**config.mk**
```make
export PLATFORM = sky130hd
export DESIGN_NAME = i2c_cmd_seq
export DESIGN_NICKNAME = d
export VERILOG_FILES = /design/src/rtl/i2cseq_pkg.sv /design/src/rtl/i2cseq_req_decode.sv /design/src/rtl/i2cseq_step_gen.sv /design/src/rtl/i2c_cmd_seq.sv
export SDC_FILE = /design/constraint.sdc
export NUM_CORES = 1
export LEC_CHECK = 0
export BUFFER_PORTS_ARGS = -buffer_cell sky130_fd_sc_hd__buf_2
export CORE_MARGIN = 4
export CORE_UTILIZATION = 54
export CTS_CLUSTER_SIZE = 12
export DETAILED_ROUTE_END_ITERATION = 12
export PLACE_DENSITY = 0.8
export SETUP_SLACK_MARGIN = 0.15
export SLEW_MARGIN = 15
export SYNTH_ARGS = -nofsm -noshare
export SYNTH_HDL_FRONTEND = slang
export SYNTH_HIERARCHICAL = 1
export SYNTH_SLANG_ARGS = --single-unit
```
**constraint.sdc**
```tcl
create_clock -name clk -period 2.8 [get_ports clk]
set_clock_uncertainty 0.05 [all_clocks]
set_input_delay 0.42 -clock clk [delete_from_list [all_inputs] [get_ports clk]]
set_output_delay 0.42 -clock clk [all_outputs]
set_load 0.05 [all_outputs]
```
**src/rtl/i2cseq_pkg.sv**
```systemverilog
package i2cseq_pkg;

  typedef enum logic [2:0] {
    OP_START  = 3'd0,
    OP_RSTART = 3'd1,
    OP_STOP   = 3'd2,
    OP_WRITE  = 3'd3,
    OP_READ   = 3'd4
  } eng_op_t;

  typedef enum logic [1:0] {
    RQ_DIGIT  = 2'd0,
    RQ_BWRITE = 2'd1,
    RQ_BREAD  = 2'd2
  } req_kind_t;

  typedef enum logic [1:0] {
    PH_ENABLE  = 2'd0,
    PH_BODY    = 2'd1,
    PH_DISABLE = 2'd2
  } phase_t;

  typedef enum logic [1:0] {
    ST_IDLE  = 2'd0,
    ST_RUN   = 2'd1,
    ST_ABORT = 2'd2
  } seq_state_t;

  localparam logic [7:0] CMD_ENABLE  = 8'h06;
  localparam logic [7:0] CMD_DISABLE = 8'h04;
  localparam logic [7:0] CMD_DIGIT   = 8'h01;
  localparam logic [7:0] CMD_BWRITE  = 8'h02;
  localparam logic [7:0] CMD_BREAD   = 8'h0B;

endpackage

```
**src/rtl/i2cseq_req_decode.sv**
```systemverilog
module i2cseq_req_decode
  import i2cseq_pkg::*;
#(
  parameter logic [7:0] BTN0_DATA = 8'h11,
  parameter logic [7:0] BTN1_DATA = 8'h22
) (
  input  logic       key_valid,
  input  logic [7:0] key_char,
  input  logic [3:0] btn,
  output logic       req_valid,
  output req_kind_t  req_kind,
  output logic [7:0] req_digit
);

  logic key_is_num;
  logic key_is_w;
  logic key_is_r;

  always_comb begin
    key_is_num = key_valid && (key_char >= 8'h30) && (key_char <= 8'h39);
    key_is_w   = key_valid && (key_char == 8'h77);
    key_is_r   = key_valid && (key_char == 8'h72);
  end

  always_comb begin
    req_valid = 1'b1;
    req_kind  = RQ_DIGIT;
    req_digit = 8'h00;
    if (key_is_num) begin
      req_digit = key_char - 8'h30;
    end else if (key_is_w) begin
      req_kind = RQ_BWRITE;
    end else if (key_is_r) begin
      req_kind = RQ_BREAD;
    end else if (btn[0]) begin
      req_digit = BTN0_DATA;
    end else if (btn[1]) begin
      req_digit = BTN1_DATA;
    end else if (btn[2]) begin
      req_kind = RQ_BWRITE;
    end else if (btn[3]) begin
      req_kind = RQ_BREAD;
    end else begin
      req_valid = 1'b0;
    end
  end

endmodule

```
**src/rtl/i2cseq_step_gen.sv**
```systemverilog
module i2cseq_step_gen
  import i2cseq_pkg::*;
#(
  parameter logic [6:0]  DEV_ADDR  = 7'h09,
  parameter int unsigned BLK_LEN   = 8,
  parameter logic [7:0]  START_PTR = 8'h00,
  parameter logic [7:0]  GPO_PORT  = 8'h00,
  parameter int unsigned IW        = 4
) (
  input  phase_t        phase,
  input  req_kind_t     kind,
  input  logic [IW-1:0] idx,
  input  logic [7:0]    digit,
  output eng_op_t       op,
  output logic [7:0]    wbyte,
  output logic          rd_ack,
  output logic          last
);

  localparam logic [7:0]    ADDR_W   = {DEV_ADDR, 1'b0};
  localparam logic [7:0]    ADDR_R   = {DEV_ADDR, 1'b1};
  localparam logic [IW-1:0] IX_WSTOP = IW'(4 + BLK_LEN);
  localparam logic [IW-1:0] IX_RLAST = IW'(5 + BLK_LEN);
  localparam logic [IW-1:0] IX_RSTOP = IW'(6 + BLK_LEN);

  logic [7:0] cmd;

  always_comb begin
    if (phase == PH_ENABLE)       cmd = CMD_ENABLE;
    else if (phase == PH_DISABLE) cmd = CMD_DISABLE;
    else if (kind == RQ_BWRITE)   cmd = CMD_BWRITE;
    else if (kind == RQ_BREAD)    cmd = CMD_BREAD;
    else                          cmd = CMD_DIGIT;
  end

  always_comb begin
    op     = OP_WRITE;
    wbyte  = 8'h00;
    rd_ack = 1'b1;
    last   = 1'b0;
    if (idx == IW'(0)) begin
      op = OP_START;
    end else if (idx == IW'(1)) begin
      wbyte = ADDR_W;
    end else if (idx == IW'(2)) begin
      wbyte = cmd;
    end else if (phase != PH_BODY) begin
      op   = OP_STOP;
      last = 1'b1;
    end else if (idx == IW'(3)) begin
      wbyte = (kind == RQ_DIGIT) ? GPO_PORT : START_PTR;
    end else if (kind == RQ_DIGIT) begin
      if (idx == IW'(4)) begin
        wbyte = digit;
      end else begin
        op   = OP_STOP;
        last = 1'b1;
      end
    end else if (kind == RQ_BWRITE) begin
      if (idx < IX_WSTOP) begin
        wbyte = 8'(idx) - 8'd3;
      end else begin
        op   = OP_STOP;
        last = 1'b1;
      end
    end else begin
      if (idx == IW'(4)) begin
        op = OP_RSTART;
      end else if (idx == IW'(5)) begin
        wbyte = ADDR_R;
      end else if (idx < IX_RSTOP) begin
        op     = OP_READ;
        rd_ack = (idx != IX_RLAST);
      end else begin
        op   = OP_STOP;
        last = 1'b1;
      end
    end
  end

endmodule

```
**src/rtl/i2c_cmd_seq.sv**
```systemverilog
module i2c_cmd_seq
  import i2cseq_pkg::*;
#(
  parameter logic [6:0]  DEV_ADDR  = 7'h09,
  parameter int unsigned BLK_LEN   = 8,
  parameter logic [7:0]  START_PTR = 8'h00,
  parameter logic [7:0]  GPO_PORT  = 8'h00,
  parameter logic [7:0]  BTN0_DATA = 8'h11,
  parameter logic [7:0]  BTN1_DATA = 8'h22
) (
  input  logic       clk,
  input  logic       rst_n,
  input  logic       key_valid,
  input  logic [7:0] key_char,
  input  logic [3:0] btn,
  output logic       eng_req,
  output logic [2:0] eng_op,
  output logic [7:0] eng_wdata,
  output logic       eng_rd_ack,
  input  logic       eng_done,
  input  logic       eng_ack,
  input  logic [7:0] eng_rdata,
  output logic       busy,
  output logic       err,
  output logic       rd_valid,
  output logic [7:0] rd_data
);

  localparam int unsigned IW = $clog2(BLK_LEN + 8);

  logic [1:0] rst_sync;
  logic       rst_s_n;

  always_ff @(posedge clk or negedge rst_n) begin
    if (!rst_n) rst_sync <= 2'b00;
    else        rst_sync <= {rst_sync[0], 1'b1};
  end
  assign rst_s_n = rst_sync[1];

  logic       req_valid;
  req_kind_t  req_kind;
  logic [7:0] req_digit;

  i2cseq_req_decode #(
    .BTN0_DATA(BTN0_DATA),
    .BTN1_DATA(BTN1_DATA)
  ) u_dec (
    .key_valid(key_valid),
    .key_char (key_char),
    .btn      (btn),
    .req_valid(req_valid),
    .req_kind (req_kind),
    .req_digit(req_digit)
  );

  seq_state_t    state_q, state_d;
  phase_t        phase_q, phase_d;
  logic [IW-1:0] idx_q, idx_d;
  req_kind_t     kind_q;
  logic [7:0]    digit_q;
  logic          accept;
  logic          err_d;
  logic          rdv_d;

  eng_op_t    st_op;
  logic [7:0] st_byte;
  logic       st_rd_ack;
  logic       st_last;

  i2cseq_step_gen #(
    .DEV_ADDR (DEV_ADDR),
    .BLK_LEN  (BLK_LEN),
    .START_PTR(START_PTR),
    .GPO_PORT (GPO_PORT),
    .IW       (IW)
  ) u_step (
    .phase (phase_q),
    .kind  (kind_q),
    .idx   (idx_q),
    .digit (digit_q),
    .op    (st_op),
    .wbyte (st_byte),
    .rd_ack(st_rd_ack),
    .last  (st_last)
  );

  always_comb begin
    state_d = state_q;
    phase_d = phase_q;
    idx_d   = idx_q;
    accept  = 1'b0;
    err_d   = 1'b0;
    rdv_d   = 1'b0;
    case (state_q)
      ST_IDLE: begin
        if (req_valid) begin
          accept  = 1'b1;
          state_d = ST_RUN;
          phase_d = PH_ENABLE;
          idx_d   = '0;
        end
      end
      ST_RUN: begin
        if (eng_done) begin
          rdv_d = (st_op == OP_READ);
          if ((st_op == OP_WRITE) && !eng_ack) begin
            state_d = ST_ABORT;
          end else if (st_last) begin
            idx_d = '0;
            if (phase_q == PH_DISABLE) begin
              state_d = ST_IDLE;
            end else if (phase_q == PH_ENABLE) begin
              phase_d = PH_BODY;
            end else begin
              phase_d = PH_DISABLE;
            end
          end else begin
            idx_d = idx_q + IW'(1);
          end
        end
      end
      ST_ABORT: begin
        if (eng_done) begin
          state_d = ST_IDLE;
          err_d   = 1'b1;
        end
      end
      default: state_d = ST_IDLE;
    endcase
  end

  always_ff @(posedge clk or negedge rst_s_n) begin
    if (!rst_s_n) begin
      state_q  <= ST_IDLE;
      phase_q  <= PH_ENABLE;
      idx_q    <= '0;
      kind_q   <= RQ_DIGIT;
      digit_q  <= 8'h00;
      err      <= 1'b0;
      rd_valid <= 1'b0;
      rd_data  <= 8'h00;
    end else begin
      state_q  <= state_d;
      phase_q  <= phase_d;
      idx_q    <= idx_d;
      err      <= err_d;
      rd_valid <= rdv_d;
      if (accept) begin
        kind_q  <= req_kind;
        digit_q <= req_digit;
      end
      if (rdv_d) begin
        rd_data <= eng_rdata;
      end
    end
  end

  always_comb begin
    busy       = (state_q != ST_IDLE);
    eng_req    = busy;
    eng_op     = (state_q == ST_ABORT) ? OP_STOP : st_op;
    eng_wdata  = st_byte;
    eng_rd_ack = st_rd_ack;
  end

endmodule

```
Yosys cells after proc, flatten, opt, wreduce, memory -nomap -nowiden
Cells that the tools add are included.
{"block": "totals", "elab_cells": 149, "regBits": 30, "input_bits": 25}
{"block": "op_classes", "reduce_logical": 15, "n_eq_ne": 24, "n_mux": 94, "n_lt_le_gt_ge": 4, "n_addsub": 3}
{"cell": "8-bit 2-to-1 mux", "n": 17}
{"cell": "2-bit 2-to-1 mux", "n": 19}
{"cell": "1-bit 2-to-1 mux", "n": 37}
{"cell": "3-bit 2-to-1 mux", "n": 11}
{"cell": "4-bit 2-to-1 mux", "n": 5}
{"cell": "8-bit by 7-bit equality test with 1-bit output, second input constant", "n": 2}
{"cell": "2-bit inequality test, second input constant", "n": 6}
{"cell": "4-bit by 2-bit equality test with 1-bit output, second input constant", "n": 2}
{"cell": "4-bit by 3-bit equality test with 1-bit output, second input constant", "n": 2}
{"cell": "8-bit by 6-bit greater-or-equal comparator with 1-bit output, second input constant", "n": 1}
{"cell": "8-bit by 6-bit <= comparator with 1-bit output, second input constant", "n": 1}
{"cell": "4-bit less-than comparator, second input constant", "n": 2}
{"cell": "4-bit one-hot mux with 2 select lines", "n": 1}
{"cell": "8-bit by 6-bit subtractor with 8-bit output, second input constant", "n": 1}
{"cell": "2-bit equality test, second input constant", "n": 3}
{"cell": "2-bit zero test", "n": 3}
{"cell": "6-bit 2-to-1 mux", "n": 1}
{"cell": "3-bit inequality test, second input constant", "n": 2}
{"cell": "2-bit one-hot mux with 3 select lines", "n": 1}
{"cell": "6-bit AND reduction", "n": 1}
{"cell": "1-bit logical AND", "n": 5}
{"cell": "5-bit 2-to-1 mux", "n": 1}
{"cell": "5-bit AND reduction", "n": 1}
{"cell": "4-bit by 2-bit subtractor with 5-bit output, second input constant", "n": 1}
{"cell": "12 further kinds", "n": 14}

Longest topological paths before layout
Gate-level depths: netlist of run 1.
{"block": "logic_depth", "word_depth": 16, "ltp_mapped": 11, "ltp_nobuf": 9}

By module
The synthesis of run 1 kept the hierarchy.
{"mod": "i2c_cmd_seq", "cells_each": 100, "n_inst": 1, "area_per_inst_um2": 1337.5}
{"mod": "i2cseq_step_gen", "cells_each": 90, "n_inst": 1, "area_per_inst_um2": 594.3}
{"mod": "i2cseq_req_decode", "cells_each": 34, "n_inst": 1, "area_per_inst_um2": 264.0}

Least setup slack after synthesis of run 1
Ideal clock, no wire load.
{"block": "synth_path", "kind": "flip-flop to output port", "startpoint": "reg idx_q[0]", "endpoint": "out eng_wdata[2]", "required_ns": 2.330, "path_stages_with_launch": 5, "n_path_buf": 1, "t_arrival_ns": 2.672, "slack_ns": -0.342, "path_cell_list": "dfrtp_1 inv_1 ha_1 clkbuf_1 o41ai_1"}
{"block": "synth_via", "elab_chain_cells": 9, "elab_cells_between_ends": 17, "classes_between": "1 x add/sub; 1 x order compare; 4 x eq/ne; 10 x mux; 1 x reduce/logical"}
{"item": "start: declaration", "line_no": "i2c_cmd_seq.sv:58", "text": "logic [IW-1:0] idx_q, idx_d;"}
{"item": "start signal: assignment", "line_no": "i2c_cmd_seq.sv:145", "text": "idx_q <= idx_d;"}
{"item": "4-bit by 2-bit subtractor with 5-bit output, or another cell as far along", "line_no": "i2cseq_step_gen.sv:61", "text": "wbyte = 8'(idx) - 8'd3;"}
{"item": "8-bit 2-to-1 mux (on tied branches)", "line_no": "i2cseq_step_gen.sv:60, i2cseq_step_gen.sv:67"}
{"item": "8-bit 2-to-1 mux", "line_no": "i2cseq_step_gen.sv:59", "text": "end else if (kind == RQ_BWRITE) begin"}
{"item": "8-bit 2-to-1 mux", "line_no": "i2cseq_step_gen.sv:52", "text": "end else if (kind == RQ_DIGIT) begin"}
{"item": "8-bit 2-to-1 mux", "line_no": "i2cseq_step_gen.sv:50", "text": "end else if (idx == IW'(3)) begin"}
{"item": "8-bit 2-to-1 mux", "line_no": "i2cseq_step_gen.sv:47", "text": "end else if (phase != PH_BODY) begin"}
{"item": "8-bit 2-to-1 mux", "line_no": "i2cseq_step_gen.sv:45", "text": "end else if (idx == IW'(2)) begin"}
{"item": "8-bit 2-to-1 mux", "line_no": "i2cseq_step_gen.sv:43", "text": "end else if (idx == IW'(1)) begin"}
{"item": "8-bit 2-to-1 mux (*)", "line_no": "i2cseq_step_gen.sv:41", "text": "if (idx == IW'(0)) begin"}
{"item": "end: declaration", "line_no": "i2c_cmd_seq.sv:18", "text": "output logic [7:0] eng_wdata,"}
Mark *: on every way between the ends. The rest lies on a longest branch, timed or not.

Final worst setup path of run 1
{"block": "layout_path", "startpoint": "reg idx_q[0]", "endpoint": "reg rd_data[0]"}
{"block": "layout_via", "elab_cells_between_ends": 23, "classes_between": "2 x order compare; 6 x eq/ne; 14 x mux; 1 x reduce/logical"}
{"item": "branches (longest 9 deep; another with 4-bit less-than comparator)"}
{"item": "3-bit 2-to-1 mux (*)", "line_no": "i2cseq_step_gen.sv:41"}
{"item": "via st_op[0]", "line_no": "i2c_cmd_seq.sv:65", "text": "eng_op_t st_op;"}
{"item": "3-bit equality test (*)", "line_no": "i2c_cmd_seq.sv:105", "text": "rdv_d = (st_op == OP_READ);"}
{"item": "1-bit 2-to-1 mux (*)", "line_no": "i2c_cmd_seq.sv:104", "text": "if (eng_done) begin"}
{"item": "1-bit 2-to-1 mux (*)", "line_no": "i2c_cmd_seq.sv:94", "text": "case (state_q)"}
{"item": "end signal: assignment", "line_no": "i2c_cmd_seq.sv:153", "text": "rd_data <= eng_rdata;"}
{"item": "end: declaration", "line_no": "i2c_cmd_seq.sv:26", "text": "output logic [7:0] rd_data"}
Mark *: on every way through the listed nets, which the timed path passes.
A chain may end at the register's enable or synchronous reset.

==> summary.md, run 1 <==
| Metric | Value |
|---|---|
| CP top delay family | simple AND/OR/NAND/NOR gates |
| WP buf/inv | 2 |
| Mapped Cells | 224 |
| Worst VDD drop | 0.7061 mV |
| Ys async rst share | 1.000 |
| Initial antenna violation count | 0 |
| Number of synthesized flops with an enable pin | 0 |
| Largest stage delay on the critical path | 580 ps |
| Diodes inserted | 0 |
| Post-synthesis register bit count | 30 |
| HPWL Detailed | 4.152 mm |
| Normalized max-slew margin | 0.5881 |
| Synth top area share | 0.3419 |
| Initial Utilization | 0.5781 |
| Via Count | 2,172 |
| Gr usage total | 0.2229 |
| Prevailing post-synth register cell | dfrtp_1 |
| Total gr overflow | 0 |
| Number of global-route vias before repair | 1,920 |
| Num rows | 22 |
| 1st-pass router iterations | 5 |
| Sum Neg Setup Slack | 0 ps |
| CTS Buffer Depth | 2 |
| CP endpoint kind | register |
| Synthesized area | 0.002196 sq mm |
| CORE AREA | 0.003799 sq mm |
| Startpoint types | register |
| Max Slew Vio Count | 0 |
| Worst skew pair latency | 280 ps |
| Hold Vio Cnt, Final | 0 |
| Hold_ws | 201.2 ps |
| Max cap viols | 0 |
| Die width | 71.77 microns |
| First-pass GRT wire length | 8.942 mm |
| Slew @ Worst Pin | 617.8 ps |
| CP Data Required Time | 2920 ps |
| Clock slew at reported path FFs | 70 ps |
| LEAKAGE | 1.407 nW |
| CP max FO | 8 |
| GPL Wtd Cong | 0.9571 |
| Status | finished clean |
| TritonCTS Sinks | 30 |
| Synth Warn # | 6 |
| Total CTS buffers | 5 |
| Routed len/inst | 19.45 microns |
| H-tree levels | 2 |
| Synth-to-Final Area Change | 39.49% |
| RSZ-0062 raised after global routing | yes |
| Routed Antenna Nets | 0 |
| Die area | 0.005151 sq mm |
| Final min period | 2754 ps |
| Hold crit path type | reg2async |
| CP max stage cell | or4b_4 |
| Syn_nets | 258 |
| Pin count of the biggest net entering global routing | 18 |
| Worst path cell trace | ha_4 -> buf_6 -> nor4_2 -> a31oi_1 -> a21oi_1 -> a221oi_2 -> buf_4 -> or4b_4 -> mux2_4 |
| Crit path kind | reg2reg |
| Synth area leader | dfrtp_1 |
| Setup violations, final | 0 |
| Fmax | 0.3631 GHz |
| Root buffer cell | clkbuf_8 |
| Synth top area cells | dfrtp_1, mux2_4, ha_1, mux2_2, inv_1 |
| Routed WL | 6.711 mm |
| Sequential cell area fraction in the yosys report | 0.3419 |
| DRC viols | 0 |
| Fin nets | 330 |
| Mean Syn Cell Area | 9.803 sq um |
| Die Y-Extent | 71.77 microns |
| CTS tree | built |
| P per Cell Area | 1006 mW/mm^2 |
| Count of different cell masters after synthesis | 67 |
| PortBufs | 48 |
| Worst endpoint data arrival time | 2880 ps |
| Initial DRC count | 274 |
| Top Ports | 49 |
| Tcrit/Tclk final | 0.9836 |
| Share of post-route cells with drive strength above 1 | 0.5253 |
| Vias/cell | 6.296 |
-- cell families (layout without fill, tap and decap cells) --
logic type                 count (synthesis)  in the layout  synth area share
adders and majority gates                  9              9           0.05128
muxes                                     20             20            0.1151
AOI/OAI and AO/OA                         57             57            0.1903
other                                      2              2          0.003420
DFF                                       30             30            0.3419
buffers and inverters                     31            103           0.06951
xor gates and xnor gates                   2              2          0.007979
and+or+nand+nor                           73             74            0.2205
-- per-stage QoR --
step	setup WS, ps	cell area (sq um)	total power [W]	std cells	util
5_1_grt	15.47	3063	0.003232	345	0.8063
4_1_cts	122.2	2759	0.002630	334	0.7263
6_report	45.80	3063	0.003081	345	0.8063
2_1_floorplan	120.8	2241	0.001797	224	-
3_3_place_gp	152.8	2537	0.002117	319	0.6680
3_5_place_dp	68.24	2537	0.002143	319	0.6680
-- state kept, by name, summed over array words and instances, names as in the netlist --
register and flops:
phase_q 2, digit_q 8, kind_q 2, rd_data 8, rst_sync 2, idx_q 4, rd_valid 1, err 1
state_q 2
-- layer usage --
layer / global-route usage / routed length [microns] / up-vias
met1: 0.2989 / 2755 / 1047
li1: - / - / 980
met5: 0 / 0 / -
met4: 0.05846 / 173 / 0
met3: 0.04488 / 445 / 28
met2: 0.3673 / 3336 / 117
-- layout by cell type, fill, tap and decap left out, types with 3 or more instances in the layout --
| master | count |
|---|---|
| buf_2 | 37 |
| buf_4 | 28 |
| dfrtp_1 | 26 |
| inv_1 | 12 |
| mux2_2 | 10 |
| nor2_1 | 9 |
| buf_6 | 9 |
| a21oi_1 | 9 |
| mux2_4 | 8 |
| nand2_1 | 8 |
| clkbuf_8 | 6 |
| ha_4 | 6 |
| o22ai_1 | 5 |
| nor3_1 | 5 |
| o21ai_0 | 5 |
| nand3_1 | 4 |
| nand3b_1 | 4 |
| dfrtp_2 | 4 |
| nand2b_1 | 3 |
| nor3b_1 | 3 |
| nor2b_1 | 3 |
| a41oi_1 | 3 |
| ha_1 | 3 |
| clkbuf_4 | 3 |
| o21a_1 | 3 |
| a22o_2 | 3 |
| a221oi_1 | 3 |
-- worst paths after layout --
kind | startpoint | endpoint | slack (ps) | depth (start not counted)
max | idx_q[0]$_DFFE_PN0P_ | rd_data[0]$_DFFE_PN0P_ | 50 | 9
min | rst_sync[1]$_DFF_PN0_ | rd_valid$_DFF_PN0_ | 200 | 0
max reg2reg | idx_q[0]$_DFFE_PN0P_ | rd_data[0]$_DFFE_PN0P_ | 50 | 9
min reg2reg | rst_sync[1]$_DFF_PN0_ | rd_valid$_DFF_PN0_ | 200 | 0
max in group asynchronous | rst_sync[1]$_DFF_PN0_ | idx_q[1]$_DFFE_PN0P_ | 1850 | 1
min in group clk | rst_sync[0]$_DFF_PN0_ | rst_sync[1]$_DFF_PN0_ | 310 | 0
-- power breakdown --
group          internal (W)  switching [W]
sequential         0.000556       0.000159
clock              0.000197       0.000172
combinational      0.000868        0.00113
total               0.00162        0.00146
-- cell usage after synthesis, types with 5 or more instances --
cell type and n:
a21oi_1 9, nor3_1 6, nand2_1 8, nor2_1 12, a221oi_1 5, inv_1 16, mux2_2 10, ha_1 9
o21ai_0 5, dfrtp_1 30, o22ai_1 6, mux2_4 8
-- final cells by class --
type	instances	area (sq um)
multi-input cells	164	1543
well taps	48	60.06
fillers	242	735.7
inverters	16	65.06
clock buffers	6	82.58
repair buffers	79	544.3
flip-flops and latches	30	755.7
clock inverters	2	12.51
-- timing repair --
action	4_1_cts	5_1_grt
gates cloned	0	1
pin swaps	3	12
resized for setup	22	47
hold buffers	1	0
setup buffers	6	10
hold endpoints to repair	2	0
endpoints found under the setup margin	25	25
(Power assumes the default switching activity.)
==> run 2, diff against run 1 <==
--- a/config.mk
+++ b/config.mk
@@ -11,6 +11,7 @@
 export CTS_CLUSTER_SIZE = 12
 export DETAILED_ROUTE_END_ITERATION = 12
 export PLACE_DENSITY = 0.8
+export RECOVER_POWER = 100
 export SETUP_SLACK_MARGIN = 0.15
 export SLEW_MARGIN = 15
 export SYNTH_ARGS = -nofsm -noshare
==> run 2 against run 1 <==
Effect of this change: non-clock buffer count did not move; wire length fell by 0.21%; sequential power barely moved; global-route usage did not move; critical path depth did not move; fmax fell by 0.71%; worst hold slack got worse by 1.3 ps; design area fell by 1.1%; final cell count did not move; critical endpoint unchanged.
==> summary.md, run 2 (synthesis gave the netlist of run 1 again) <==
| Metric | Value |
|---|---|
| Status | finished clean |
| Startpoint types | register |
| Routing usage on met1 | 0.2989 |
| Die area | 0.005151 sq mm |
| CORE AREA | 0.003799 sq mm |
| Routed Antenna Nets | 0 |
| Pin count of the biggest net entering global routing | 18 |
| 1st-pass router iterations | 7 |
| Die Y-Extent | 71.77 microns |
| Normalized max-slew margin | 0.4892 |
| Slew @ Worst Pin | 766.2 ps |
| Most Used Layer, Global Route | met2 |
| Num rows | 22 |
| CTS Buffer Depth | 2 |
| Diodes inserted | 0 |
| Max Slew Vio Count | 0 |
| Tcrit/Tclk final | 0.9906 |
| Worst R2R Setup Slack | 30 ps |
| Biggest regs | digit_q (8), rd_data (8), idx_q (4) |
| Hold crit path type | reg2async |
| Max cap viols | 0 |
| Fin nets | 330 |
| CTS tree | built |
| DRC viols | 0 |
| First-pass GRT wire length | 8.942 mm |
| CP endpoint kind | register |
| Share of post-route cells with drive strength above 1 | 0.4680 |
| GPL Wtd Cong | 0.9571 |
| Fin area | 0.003029 sq mm |
| Fmax | 0.3605 GHz |
| RR Endpoint | rd_data[0]$_DFFE_PN0P_ |
| Routed len/inst | 19.41 microns |
| CP max FO | 8 |
| Vias/cell | 6.296 |
| P per Cell Area | 1009 mW/mm^2 |
| Top Ports | 49 |
| Clock slew at reported path FFs | 70 ps |
| Hold Vio Cnt, Final | 0 |
| Routed WL | 6.697 mm |
| CP Data Required Time | 2920 ps |
| RSZ-0062 raised after global routing | yes |
| Die width | 71.77 microns |
| LEAKAGE | 1.337 nW |
| Hold_ws | 199.9 ps |
| Worst skew pair latency | 280 ps |
| Setup violations, final | 0 |
| Total CTS buffers | 5 |
| Initial Utilization | 0.5781 |
| Number of global-route vias before repair | 1,920 |
| Most frequent cells in the layout | dfrtp_1, buf_4, buf_2, clkbuf_1, inv_1 |
| Initial DRC count | 291 |
| Initial antenna violation count | 0 |
| PortBufs | 48 |
| Root buffer cell | clkbuf_8 |
| Gr usage total | 0.2229 |
| R2R Path Start | idx_q[0]$_DFFE_PN0P_ |
| TritonCTS Sinks | 30 |
| Via Count | 2,172 |
| Grt met3 use | 0.04488 |
| Layout fillers | 256 |
| Final min period | 2774 ps |
| Worst VDD drop | 0.6930 mV |
| Crit path kind | reg2reg |
| H-tree levels | 2 |
| R2R depth | 9 |
| Total gr overflow | 0 |
| Synth-to-Final Area Change | 37.95% |
| Worst endpoint data arrival time | 2890 ps |
| Sum Neg Setup Slack | 0 ps |
| Dpl cell area | 0.002537 sq mm |
| Tot Pwr | 0.003056 W |
| HPWL Detailed | 4.152 mm |
| Global routing usage on met2 | 0.3673 |
run 2: cell count changes in the layout (fill, tap and decap cells not counted), sizes merged:
cell    delta
buf       -17
clkbuf    +17
run 2: layout make-up:
type | count | area, sq um | area share
Multi-Input combinational cell | 164 | 1534 | 0.5064
Sequential cell | 30 | 755.7 | 0.2495
Timing Repair Buffer | 79 | 519.2 | 0.1714
Clock buffer | 6 | 82.58 | 0.02726
Inverter | 16 | 65.06 | 0.02148
Tap cell | 48 | 60.06 | 0.01983
Clock inverter | 2 | 12.51 | 0.004131
run 2: critical path, cell delays in order (launching register included):
cell and delay [ps]:
dfrtp_2 490, ha_4 210, buf_6 140, nor4_2 260, a31oi_1 70, a21oi_1 250, a221oi_2 110, buf_4 160
or4b_4 580, mux2_4 320
run 2: report_power, final:
group	switching [W]	internal (W)
Sequential	0.000158	0.000556
Clock	0.000170	0.000197
Combinational	0.00113	0.000847
run 2: how the worst max path moves through the flow:
stage,from,endpoint,depth (start not counted)
after CTS,idx_q[1]$_DFFE_PN0P_,eng_wdata[1],7
final,idx_q[0]$_DFFE_PN0P_,rd_data[0]$_DFFE_PN0P_,9
after global routing,idx_q[0]$_DFFE_PN0P_,rd_data[0]$_DFFE_PN0P_,9
after detailed placement,kind_q[1]$_DFFE_PN0P_,idx_q[1]$_DFFE_PN0P_,9
after floorplan,idx_q[1]$_DFFE_PN0P_,rd_data[0]$_DFFE_PN0P_,9
after global placement,idx_q[1]$_DFFE_PN0P_,rd_data[2]$_DFFE_PN0P_,8
run 2: per-layer routing:
layer	wire, microns	share of wire
met2	3348	0.50
met1	2727	0.41
met5	0	0
met3	485	0.072
met4	134	0.020
run 2: stage by stage:
step	cells	util	worst slack, ps
3_5_place_dp	319	0.6680	68.24
4_1_cts	334	0.7263	122.2
5_1_grt	345	0.7974	15.47
2_1_floorplan	224	-	120.8
3_3_place_gp	319	0.6680	152.8
6_report	345	0.7974	26.21
run 2: repair_timing:
| item | in CTS | in global routing |
|---|---|---|
| hold buffers | 1 | 0 |
| hold endpoints to repair | 2 | 0 |
| endpoints found under the setup margin | 25 | 25 |
| buffers inserted | 6 | 10 |
| resized for setup | 22 | 47 |
| pin swaps | 3 | 12 |
| gates cloned | 0 | 1 |
==> run 3, diff against run 2 <==
--- a/config.mk
+++ b/config.mk
@@ -10,7 +10,7 @@
 export CORE_UTILIZATION = 54
 export CTS_CLUSTER_SIZE = 12
 export DETAILED_ROUTE_END_ITERATION = 12
-export PLACE_DENSITY = 0.8
+export PLACE_DENSITY = 0.83
 export RECOVER_POWER = 100
 export SETUP_SLACK_MARGIN = 0.15
 export SLEW_MARGIN = 15
==> run 3 against run 2 <==
Effect of this change: the run now ends with negative setup slack left; global-route usage up 0.98 points; worst setup slack worse by 31 ps; critical path depth unchanged; combinational power down 4%; final cell count is 0.29% higher; first-iteration DRC count is 36% lower; count of clock-buffer cells in the layout grew 1; wire length down 2.7%; register-to-register slack got worse by 30 ps; clock power fell by 1%; critical path type unchanged; critical endpoint is now rd_data[2]$_DFFE_PN0P_.
==> summary.md, run 3 (synthesis gave the netlist of run 1 again) <==
| Metric | Value |
|---|---|
| Status | finished, violations left |
| Failing checks | negative setup slack |
| Routing usage on met1 | 0.3111 |
| Pin count of the biggest net entering global routing | 20 |
| Via Count | 2,204 |
| Commonest non-fill, non-tap cell in the layout | dfrtp_1 |
| WP buf/inv | 3 |
| Initial Utilization | 0.5781 |
| Hold crit path type | reg2async |
| Tcrit/Tclk final | 1.002 |
| CTS tree | built |
| H-tree levels | 2 |
| HPWL Detailed | 4.158 mm |
| Total CTS buffers | 5 |
| Worst endpoint data arrival time | 2910 ps |
| Global routing usage on met2 | 0.3847 |
| Worst VDD drop | 0.6040 mV |
| Most Used Layer, Global Route | met2 |
| CP top delay family | simple AND/OR/NAND/NOR gates |
| GPL Wtd Cong | 1.002 |
| Die width | 71.77 microns |
| Sum Neg Setup Slack | -7.729 ps |
| Worst slack, placed | 24.57 ps |
| Routed len/inst | 18.83 microns |
| Vias/cell | 6.370 |
| Most frequent cells in the layout | dfrtp_1, buf_2, buf_4, clkbuf_1, inv_1 |
| Top Ports | 49 |
| Initial antenna violation count | 0 |
| Crit path kind | reg2reg |
| Tot Pwr | 0.002969 W |
| Fmax | 0.3565 GHz |
| 1st-pass router iterations | 5 |
| RSZ-0062 raised after global routing | yes |
| Slew @ Worst Pin | 747.9 ps |
| Number of global-route vias before repair | 2,068 |
| Normalized max-slew margin | 0.5014 |
| Diodes inserted | 0 |
| PortBufs | 48 |
| Max cap viols | 0 |
| LEAKAGE | 1.318 nW |
| Synth-to-Final Area Change | 33.68% |
| Startpoint types | register |
| Largest stage delay on the critical path | 580 ps |
| Routed Antenna Nets | 0 |
| Fin nets | 331 |
| Worst path cell trace | buf_4 -> buf_4 -> mux2i_1 -> nor2b_2 -> a221oi_1 -> a31oi_1 -> clkbuf_4 -> or4b_4 -> mux2_1 |
| CP max stage cell | or4b_4 |
| Final min period | 2805 ps |
| CP Data Required Time | 2910 ps |
| Clock slew at reported path FFs | 70 ps |
| CTS Buffer Depth | 2 |
| Num rows | 22 |
| DRC viols | 0 |
| Initial DRC count | 185 |
| Die area | 0.005151 sq mm |
| Share of post-route cells with drive strength above 1 | 0.4362 |
| TritonCTS Sinks | 30 |
| CP max FO | 5 |
| Total gr overflow | 0 |
| P per Cell Area | 1011 mW/mm^2 |
| Setup violations, final | 2 |
| Gr usage total | 0.2327 |
| CORE AREA | 0.003799 sq mm |
| Max Slew Vio Count | 0 |
| Crit path top cell by count | buf_4 |
| Routed WL | 6.516 mm |
| Worst skew pair latency | 280 ps |
| Die Y-Extent | 71.77 microns |
| First-pass GRT wire length | 9.694 mm |
| Biggest regs | digit_q (8), rd_data (8), idx_q (4) |
| Grt met3 use | 0.04909 |
| Root buffer cell | clkbuf_8 |
| CP endpoint kind | register |
| Hold Vio Cnt, Final | 0 |
| PnR worst setup slack | -5.163 ps |
-- run 3: cell count changes in the layout (fill, tap and decap cells not counted), moves of 3 or more --
cell / before / now
clkbuf_2: 1 / 5
buf_4: 26 / 23
mux2_1: 1 / 6
mux2_4: 8 / 4
buf_6: 9 / 6
-- run 3: final timing paths --
kind | to | start | cells past startpoint | slack [ps]
max | rd_data[2]$_DFFE_PN0P_ | idx_q[1]$_DFFE_PN0P_ | 9 | -5
min | digit_q[4]$_DFFE_PN0P_ | rst_sync[1]$_DFF_PN0_ | 0 | 250
max reg2reg | rd_data[2]$_DFFE_PN0P_ | idx_q[1]$_DFFE_PN0P_ | 9 | -5
min reg2reg | digit_q[4]$_DFFE_PN0P_ | rst_sync[1]$_DFF_PN0_ | 0 | 250
max in group asynchronous | idx_q[0]$_DFFE_PN0P_ | rst_sync[1]$_DFF_PN0_ | 1 | 1480
min in group clk | rst_sync[1]$_DFF_PN0_ | rst_sync[0]$_DFF_PN0_ | 0 | 300
-- run 3: final cells by class --
type	instances	area (sq um)
clock buffers	7	86.33
clock inverters	1	5.005
repair buffers	80	510.5
multi-input cells	164	1453
fillers	259	863.3
well taps	48	60.06
flip-flops and latches	30	755.7
inverters	16	65.06
-- run 3: power breakdown --
group / total [W] / switching (W) / internal (W) / leakage, nW
combinational: 0.00190 / 0.00108 / 0.000815 / 0.884
clock: 0.000362 / 0.000164 / 0.000198 / 0.0482
sequential: 0.000711 / 0.000155 / 0.000556 / 0.386
total: 0.00297 / 0.00140 / 0.00157 / 1.32
-- run 3: through the flow --
step,utilization,std cells,hold slack (ps),cell area (sq um)
global placement,0.6700,320,157.4,2545
detailed placement,0.6700,320,157.1,2545
CTS,0.7296,335,280.7,2771
floorplan,-,224,74.41,2241
global route,0.7727,346,306.6,2935
finish,0.7727,346,252.8,2935
-- run 3: per-layer routing --
layer,wire [microns],vias to the layer above
met1,2689,1055
met4,129,0
met2,3211,146
met3,486,20
met5,0,-
li1,-,983
-- run 3: repair_timing --
action                                  CTS  global route
setup buffers                             6            10
endpoints found under the setup margin   26            25
hold buffers                              1             0
cloned                                    0             1
gates resized for setup                  24            35
pin swaps                                 4             8
endpoints found under the hold margin     2             0
